$ cat config.mk
export PLATFORM = sky130hd
export DESIGN_NAME = irq_group_arb
export DESIGN_NICKNAME = d
export VERILOG_FILES = /design/src/rtl/irq_arb_pkg.sv /design/src/rtl/irq_edge_capture.sv /design/src/rtl/irq_level_select.sv /design/src/rtl/irq_inservice.sv /design/src/rtl/irq_group_arb.sv
export SDC_FILE = /design/constraint.sdc
export NUM_CORES = 1
export LEC_CHECK = 0
export CORE_ASPECT_RATIO = 1.4
export CORE_MARGIN = 2
export CORE_UTILIZATION = 30
export DETAILED_ROUTE_END_ITERATION = 8
export HOLD_SLACK_MARGIN = 0.1
export PLACE_DENSITY = 0.56
export SYNTH_ARGS = -nofsm -noshare
export SYNTH_HDL_FRONTEND = slang
export SYNTH_HIERARCHICAL = 1
export SYNTH_SLANG_ARGS = --single-unit
$ cat constraint.sdc
create_clock -name clk -period 29.5 [get_ports clk]
set_input_delay 4.425 -clock clk [delete_from_list [all_inputs] [get_ports clk]]
set_output_delay 4.425 -clock clk [all_outputs]
set_load 0.01 [all_outputs]
$ cat src/rtl/irq_arb_pkg.sv
package irq_arb_pkg;

  typedef enum logic [1:0] {
    EDGE_RISE = 2'd0,
    EDGE_FALL = 2'd1,
    EDGE_PROG = 2'd2,
    EDGE_NONE = 2'd3
  } edge_kind_e;

  // Detection kind per source index; the last three slots follow the
  // group layout (inverted, empty, inverted + software-cleared).
  function automatic edge_kind_e src_kind(input int unsigned s, input int unsigned nsrc);
    if (s == nsrc - 2)                       return EDGE_NONE;
    else if (s == nsrc - 1 || s == nsrc - 3) return EDGE_FALL;
    else if (s == 3 || s == 5)               return EDGE_PROG;
    else                                     return EDGE_RISE;
  endfunction

  function automatic int unsigned prog_bit(input int unsigned s);
    return (s == 5) ? 1 : 0;
  endfunction

endpackage

$ cat src/rtl/irq_edge_capture.sv
module irq_edge_capture
  import irq_arb_pkg::*;
#(
  parameter int unsigned NSRC   = 12,
  parameter int unsigned SW_SRC = NSRC - 1
) (
  input  logic            clk,
  input  logic            rst,
  input  logic [NSRC-1:0] req_pin,
  input  logic [1:0]      pol_fall,
  input  logic [NSRC-1:0] ack_clr,
  input  logic            sw_clr,
  output logic [NSRC-1:0] flag
);

  logic [NSRC-1:0] pin_q;
  logic [NSRC-1:0] hit;
  logic [NSRC-1:0] clr;

  // Previous pin level; loaded during reset so held levels are no edge.
  always_ff @(posedge clk) begin
    pin_q <= req_pin;
  end

  for (genvar s = 0; s < NSRC; s++) begin : g_src
    localparam edge_kind_e KIND = src_kind(s, NSRC);
    if (KIND == EDGE_NONE) begin : g_none
      assign hit[s] = 1'b0 & req_pin[s] & pin_q[s];
    end else if (KIND == EDGE_RISE) begin : g_rise
      assign hit[s] = ~rst & req_pin[s] & ~pin_q[s];
    end else if (KIND == EDGE_FALL) begin : g_fall
      assign hit[s] = ~rst & ~req_pin[s] & pin_q[s];
    end else begin : g_prog
      localparam int unsigned PB = prog_bit(s);
      assign hit[s] = ~rst & (pol_fall[PB] ? (~req_pin[s] & pin_q[s])
                                           : (req_pin[s] & ~pin_q[s]));
    end
  end

  always_comb begin
    clr = ack_clr;
    clr[SW_SRC] = sw_clr;
  end

  // A new edge wins over a clear in the same cycle.
  always_ff @(posedge clk) begin
    if (rst) flag <= '0;
    else     flag <= hit | (flag & ~clr);
  end

endmodule

$ cat src/rtl/irq_level_select.sv
module irq_level_select #(
  parameter int unsigned NGRP  = 6,
  parameter int unsigned SLOTS = 2,
  parameter int unsigned NSRC  = NGRP * SLOTS,
  parameter int unsigned IDXW  = $clog2(NSRC),
  parameter int unsigned LVLW  = 2
) (
  input  logic [NSRC-1:0] pend,
  input  logic [NGRP-1:0] prio_lo,
  input  logic [NGRP-1:0] prio_hi,
  input  logic            top_valid,
  input  logic [LVLW-1:0] top_lvl,
  output logic            win_valid,
  output logic [IDXW-1:0] win_idx,
  output logic [LVLW-1:0] win_lvl
);

  logic            found;
  logic [LVLW-1:0] lvl;

  // Walk downward with >= so the lowest index wins a level tie.
  always_comb begin
    found   = 1'b0;
    win_idx = '0;
    win_lvl = '0;
    lvl     = '0;
    for (int s = NSRC - 1; s >= 0; s--) begin
      lvl = {prio_hi[s / SLOTS], prio_lo[s / SLOTS]};
      if (pend[s] && (!found || lvl >= win_lvl)) begin
        found   = 1'b1;
        win_idx = IDXW'(s);
        win_lvl = lvl;
      end
    end
    win_valid = found && (!top_valid || win_lvl > top_lvl);
  end

endmodule

$ cat src/rtl/irq_inservice.sv
module irq_inservice #(
  parameter int unsigned LVLW = 2,
  parameter int unsigned NLVL = 1 << LVLW
) (
  input  logic            clk,
  input  logic            rst,
  input  logic            push,
  input  logic [LVLW-1:0] push_lvl,
  input  logic            pop,
  output logic [NLVL-1:0] ins,
  output logic            top_valid,
  output logic [LVLW-1:0] top_lvl
);

  logic [NLVL-1:0] pop_mask;
  logic [NLVL-1:0] push_mask;

  always_comb begin
    top_valid = |ins;
    top_lvl   = '0;
    for (int l = 0; l < NLVL; l++) begin
      if (ins[l]) top_lvl = LVLW'(l);
    end
    pop_mask  = (pop && top_valid) ? (NLVL'(1) << top_lvl) : '0;
    push_mask = push ? (NLVL'(1) << push_lvl) : '0;
  end

  always_ff @(posedge clk) begin
    if (rst) ins <= '0;
    else     ins <= (ins & ~pop_mask) | push_mask;
  end

endmodule

$ cat src/rtl/irq_group_arb.sv
module irq_group_arb
  import irq_arb_pkg::*;
#(
  parameter int unsigned NGRP  = 6,
  parameter int unsigned SLOTS = 2,
  parameter int unsigned LVLW  = 2,
  parameter int unsigned NSRC  = NGRP * SLOTS,
  parameter int unsigned IDXW  = $clog2(NSRC)
) (
  input  logic            clk,
  input  logic            rst,
  input  logic [NSRC-1:0] req_pin,
  input  logic            xfer_req,
  input  logic            reti,
  input  logic            en_we,
  input  logic [NSRC-1:0] en_wdata,
  input  logic            ea_we,
  input  logic            ea_wdata,
  input  logic            prio_lo_we,
  input  logic [NGRP-1:0] prio_lo_wdata,
  input  logic            prio_hi_we,
  input  logic [NGRP-1:0] prio_hi_wdata,
  input  logic            pol_we,
  input  logic [1:0]      pol_wdata,
  input  logic            xfer_en_we,
  input  logic            xfer_en_wdata,
  input  logic            ext6_clr,
  input  logic            xfer_clr,
  output logic            ack_valid,
  output logic [IDXW-1:0] ack_idx
);

  localparam int unsigned NLVL   = 1 << LVLW;
  localparam int unsigned SW_SRC = NSRC - 1;

  logic [NSRC-1:0] en_q;
  logic            ea_q;
  logic [NGRP-1:0] prio_lo_q, prio_hi_q;
  logic [1:0]      pol_q;
  logic            xfer_en_q, xfer_flag_q, xfer_pin_q;
  logic [LVLW-1:0] ack_lvl_q;

  logic [NSRC-1:0] flag_q, pend, ack_clr;
  logic [NLVL-1:0] ins_q;
  logic            top_valid, win_valid;
  logic [LVLW-1:0] top_lvl, win_lvl;
  logic [IDXW-1:0] win_idx;

  always_ff @(posedge clk) begin
    if (rst) begin
      en_q <= '0; ea_q <= 1'b0; prio_lo_q <= '0; prio_hi_q <= '0;
      pol_q <= '0; xfer_en_q <= 1'b0;
    end else begin
      if (en_we)      en_q      <= en_wdata;
      if (ea_we)      ea_q      <= ea_wdata;
      if (prio_lo_we) prio_lo_q <= prio_lo_wdata;
      if (prio_hi_we) prio_hi_q <= prio_hi_wdata;
      if (pol_we)     pol_q     <= pol_wdata;
      if (xfer_en_we) xfer_en_q <= xfer_en_wdata;
    end
  end

  // Transfer-busy event: own edge detect, own flag, software clear only.
  always_ff @(posedge clk) begin
    xfer_pin_q <= xfer_req;
    if (rst) xfer_flag_q <= 1'b0;
    else     xfer_flag_q <= (xfer_req & ~xfer_pin_q) | (xfer_flag_q & ~xfer_clr);
  end

  irq_edge_capture #(.NSRC(NSRC), .SW_SRC(SW_SRC)) u_cap (
    .clk(clk), .rst(rst), .req_pin(req_pin), .pol_fall(pol_q),
    .ack_clr(ack_clr), .sw_clr(ext6_clr), .flag(flag_q)
  );

  always_comb begin
    pend = flag_q;
    pend[SW_SRC] = flag_q[SW_SRC] | (xfer_flag_q & xfer_en_q);
    pend = pend & en_q & {NSRC{ea_q}};
  end

  irq_level_select #(
    .NGRP(NGRP), .SLOTS(SLOTS), .NSRC(NSRC), .IDXW(IDXW), .LVLW(LVLW)
  ) u_sel (
    .pend(pend), .prio_lo(prio_lo_q), .prio_hi(prio_hi_q),
    .top_valid(top_valid), .top_lvl(top_lvl),
    .win_valid(win_valid), .win_idx(win_idx), .win_lvl(win_lvl)
  );

  irq_inservice #(.LVLW(LVLW), .NLVL(NLVL)) u_ins (
    .clk(clk), .rst(rst), .push(win_valid), .push_lvl(win_lvl), .pop(reti),
    .ins(ins_q), .top_valid(top_valid), .top_lvl(top_lvl)
  );

  always_comb begin
    ack_clr = '0;
    if (win_valid && win_idx != IDXW'(SW_SRC)) ack_clr[win_idx] = 1'b1;
  end

  always_ff @(posedge clk) begin
    if (rst) begin
      ack_valid <= 1'b0; ack_idx <= '0; ack_lvl_q <= '0;
    end else begin
      ack_valid <= win_valid;
      ack_idx   <= win_valid ? win_idx : '0;
      ack_lvl_q <= win_lvl;
    end
  end

endmodule

==> metrics.md <==
| Metric | Value |
|---|---|
| Critical Path Sink Type | register |
| DP Cell Count | 540 |
| Non-filler cells, final | 556 |
| Total Power | 215.6 µW |
| I/O pin count | 57 |
| Congestion Overflow GR | 0 |
| Final worst path period need | 16,020 ps |
| WP buf/inv | 1 |
| TritonCTS Buffers | 9 |
| Hold_buf cts | 0 |
| Routed Antenna Nets | 0 |
| Final Net Count | 478 |
| DRC viols | 0 |
| Wire per inst | 13.24 µm |
| Crit start category | register |
| Dpl cell area | 0.003891 mm² |
| CP top delay family | compound AO/OA/AOI/OAI gates |
| Vias per cell | 4.784 |
| Comb power frac | 0.091 |
| HP Class | reg2reg |
| Clk Latency, worst-skew pair | 320 ps |
| Initial antenna violation count | 0 |
| Peak supply drop | 0.03131 mV |
| YS warnings | 6 |
| Commonest cells after routing, fill and taps aside | dfxtp_1, clkdlybuf4s50_1, nor2_1, nand2b_1, mux2i_1 |
| Post-DP HPWL | 5.692 mm |
| Final setup fails | 0 |
| RSZ-0062 raised after global routing | no |
| Post-CTS Setup Inserts | 0 |
| Power share of the clock group | 0.487 |
| Net Sw Frac | 0.2237 |
| Critical Path Fanout Max | 13 |
| Placer Congestion | 0.7606 |
| CP arrival | 16,210 ps |
| Tot GR Track Use | 0.1341 |
| Vias in the first global route | 2,602 |
| Worst-case clock buffer depth | 2 |
| Root Driver | clkbuf_16 |
| NetSw | 48.23 µW |
| CTS tree | built |
| Worst path required time | 29,690 ps |
| Final hold viol count | 0 |
| Leak | 0.001682 µW |
| Die Width | 91.28 µm |
| Slew Viols, Final | 0 |
| First-pass GRT wire length | 12.21 mm |
| Worst Skew | 5.413 ps |
| Final instance area | 0.004193 mm² |
| Max-cap check violation count | 0 |
| Syn_area_per_cell | 9.038 µm² |
| WS Path Type | reg2reg |
| Post-Syn Instances | 354 |
| CTS resizes | 0 |
| Clock Pin Slew Worst Setup and Hold Paths | 50 ps |
| Die ar. | 0.01152 mm² |
| Initial DRC Count | 100 |
| Post-Route WL | 7.362 mm |
| # port buffers | 55 |
| Row count | 44 |
| Post-synth design cell area | 0.003199 mm² |
| Share of cells above drive strength 1 | 0.08134 |
| Most common cell after layout, fill and taps aside | dfxtp_1 |
| Setup tns final | 0 ps |
| Ant diodes | 0 |
| Fmax | 62.42 MHz |
| Starting Density | 0.3075 |
| Total core area | 0.01041 mm² |
| Design internal power | 167.4 µW |
| Syn-to-layout area delta | 31.05% |
| Total number of vias | 2,660 |
| Headroom to the max-slew limit | 0.4368 |
| # clock sinks | 62 |
| Slew @ Worst Pin | 837.1 ps |
| Sequential share of power | 0.422 |
| H-Tree Depth | 3 |
| Status | finished, final reports clean |
| Post-route clock period utilization | 0.5431 |
| Pin count of the biggest net entering global routing | 47 |
| Crit-path max cell delay | 570 ps |
| Cell Pwr Density | 51.42 mW/mm² |
| Slowest cell on crit path | dfxtp_1 |
| Drt pass-1 iters | 4 |
| Die Span Y | 126.2 µm |
| Mapped Nets | 419 |
| Most common cell on crit path | ha_1 |
## final cells by class
type / instances / area (µm²)
clock buffers: 11 / 242.7
clock inverters: 5 / 58.81
fillers: 1029 / 6212
inverters: 15 / 56.30
multi-input cells: 269 / 1863
flip-flops and latches: 62 / 1241
well taps: 138 / 172.7
repair buffers: 56 / 558.0
## power groups by stage
stage               logic [µW]  registers [µW]  clock network, µW
floorplan                 10.7            91.7                  0
global placement          19.5            92.7                  0
detailed placement        19.9            92.8                  0
CTS                       20.0            91.0                108
global route              21.9            91.5                112
finish                    19.7            91.0                105
## registers in the layout, indices dropped and copies added, names as in the netlist
signal	count
en_q	12
ack_idx	4
xfer_pin_q	1
u_cap/flag	12
xfer_flag_q	1
ack_valid	1
u_ins/ins	4
ea_q	1
prio_lo_q	6
xfer_en_q	1
prio_hi_q	6
pol_q	2
u_cap/pin_q	11
## tightest hold or removal path, cell delays in order (launching register included)
cell and delay, ps:
dfxtp_1 290, nand2b_1 60, a21oi_1 50
## final timing paths
path	end	from	slack, ps	depth (start not counted)
worst min-delay path	u_cap/flag[11]$_SDFF_PP0_	u_cap/pin_q[11]$_DFF_P_	450	2
worst min register to register	u_cap/flag[11]$_SDFF_PP0_	u_cap/pin_q[11]$_DFF_P_	450	2
worst max-delay path	u_cap/flag[3]$_SDFF_PP0_	ea_q$_SDFFE_PP0P_	13480	67
worst max register to register	u_cap/flag[3]$_SDFF_PP0_	ea_q$_SDFFE_PP0P_	13480	67
## per-layer routing
metal	GRT usage	routed length [µm]	up-vias
met5	0	0	-
met4	0.06506	149	0
met3	0.02452	205	10
met2	0.2397	3859	45
met1	0.1523	3148	1217
li1	-	-	1388
## stage by stage
step                      hold WS [ps]  setup WS, ps  utilization
final                            452.2         13480       0.4030
after global routing             480.1         11930       0.4030
after detailed placement         446.8         13500       0.3740
after CTS                        454.5         13440       0.4030
after floorplan                  430.7         15360            -
after global placement           442.8         13720       0.3740
(Power assumes the default switching activity.)
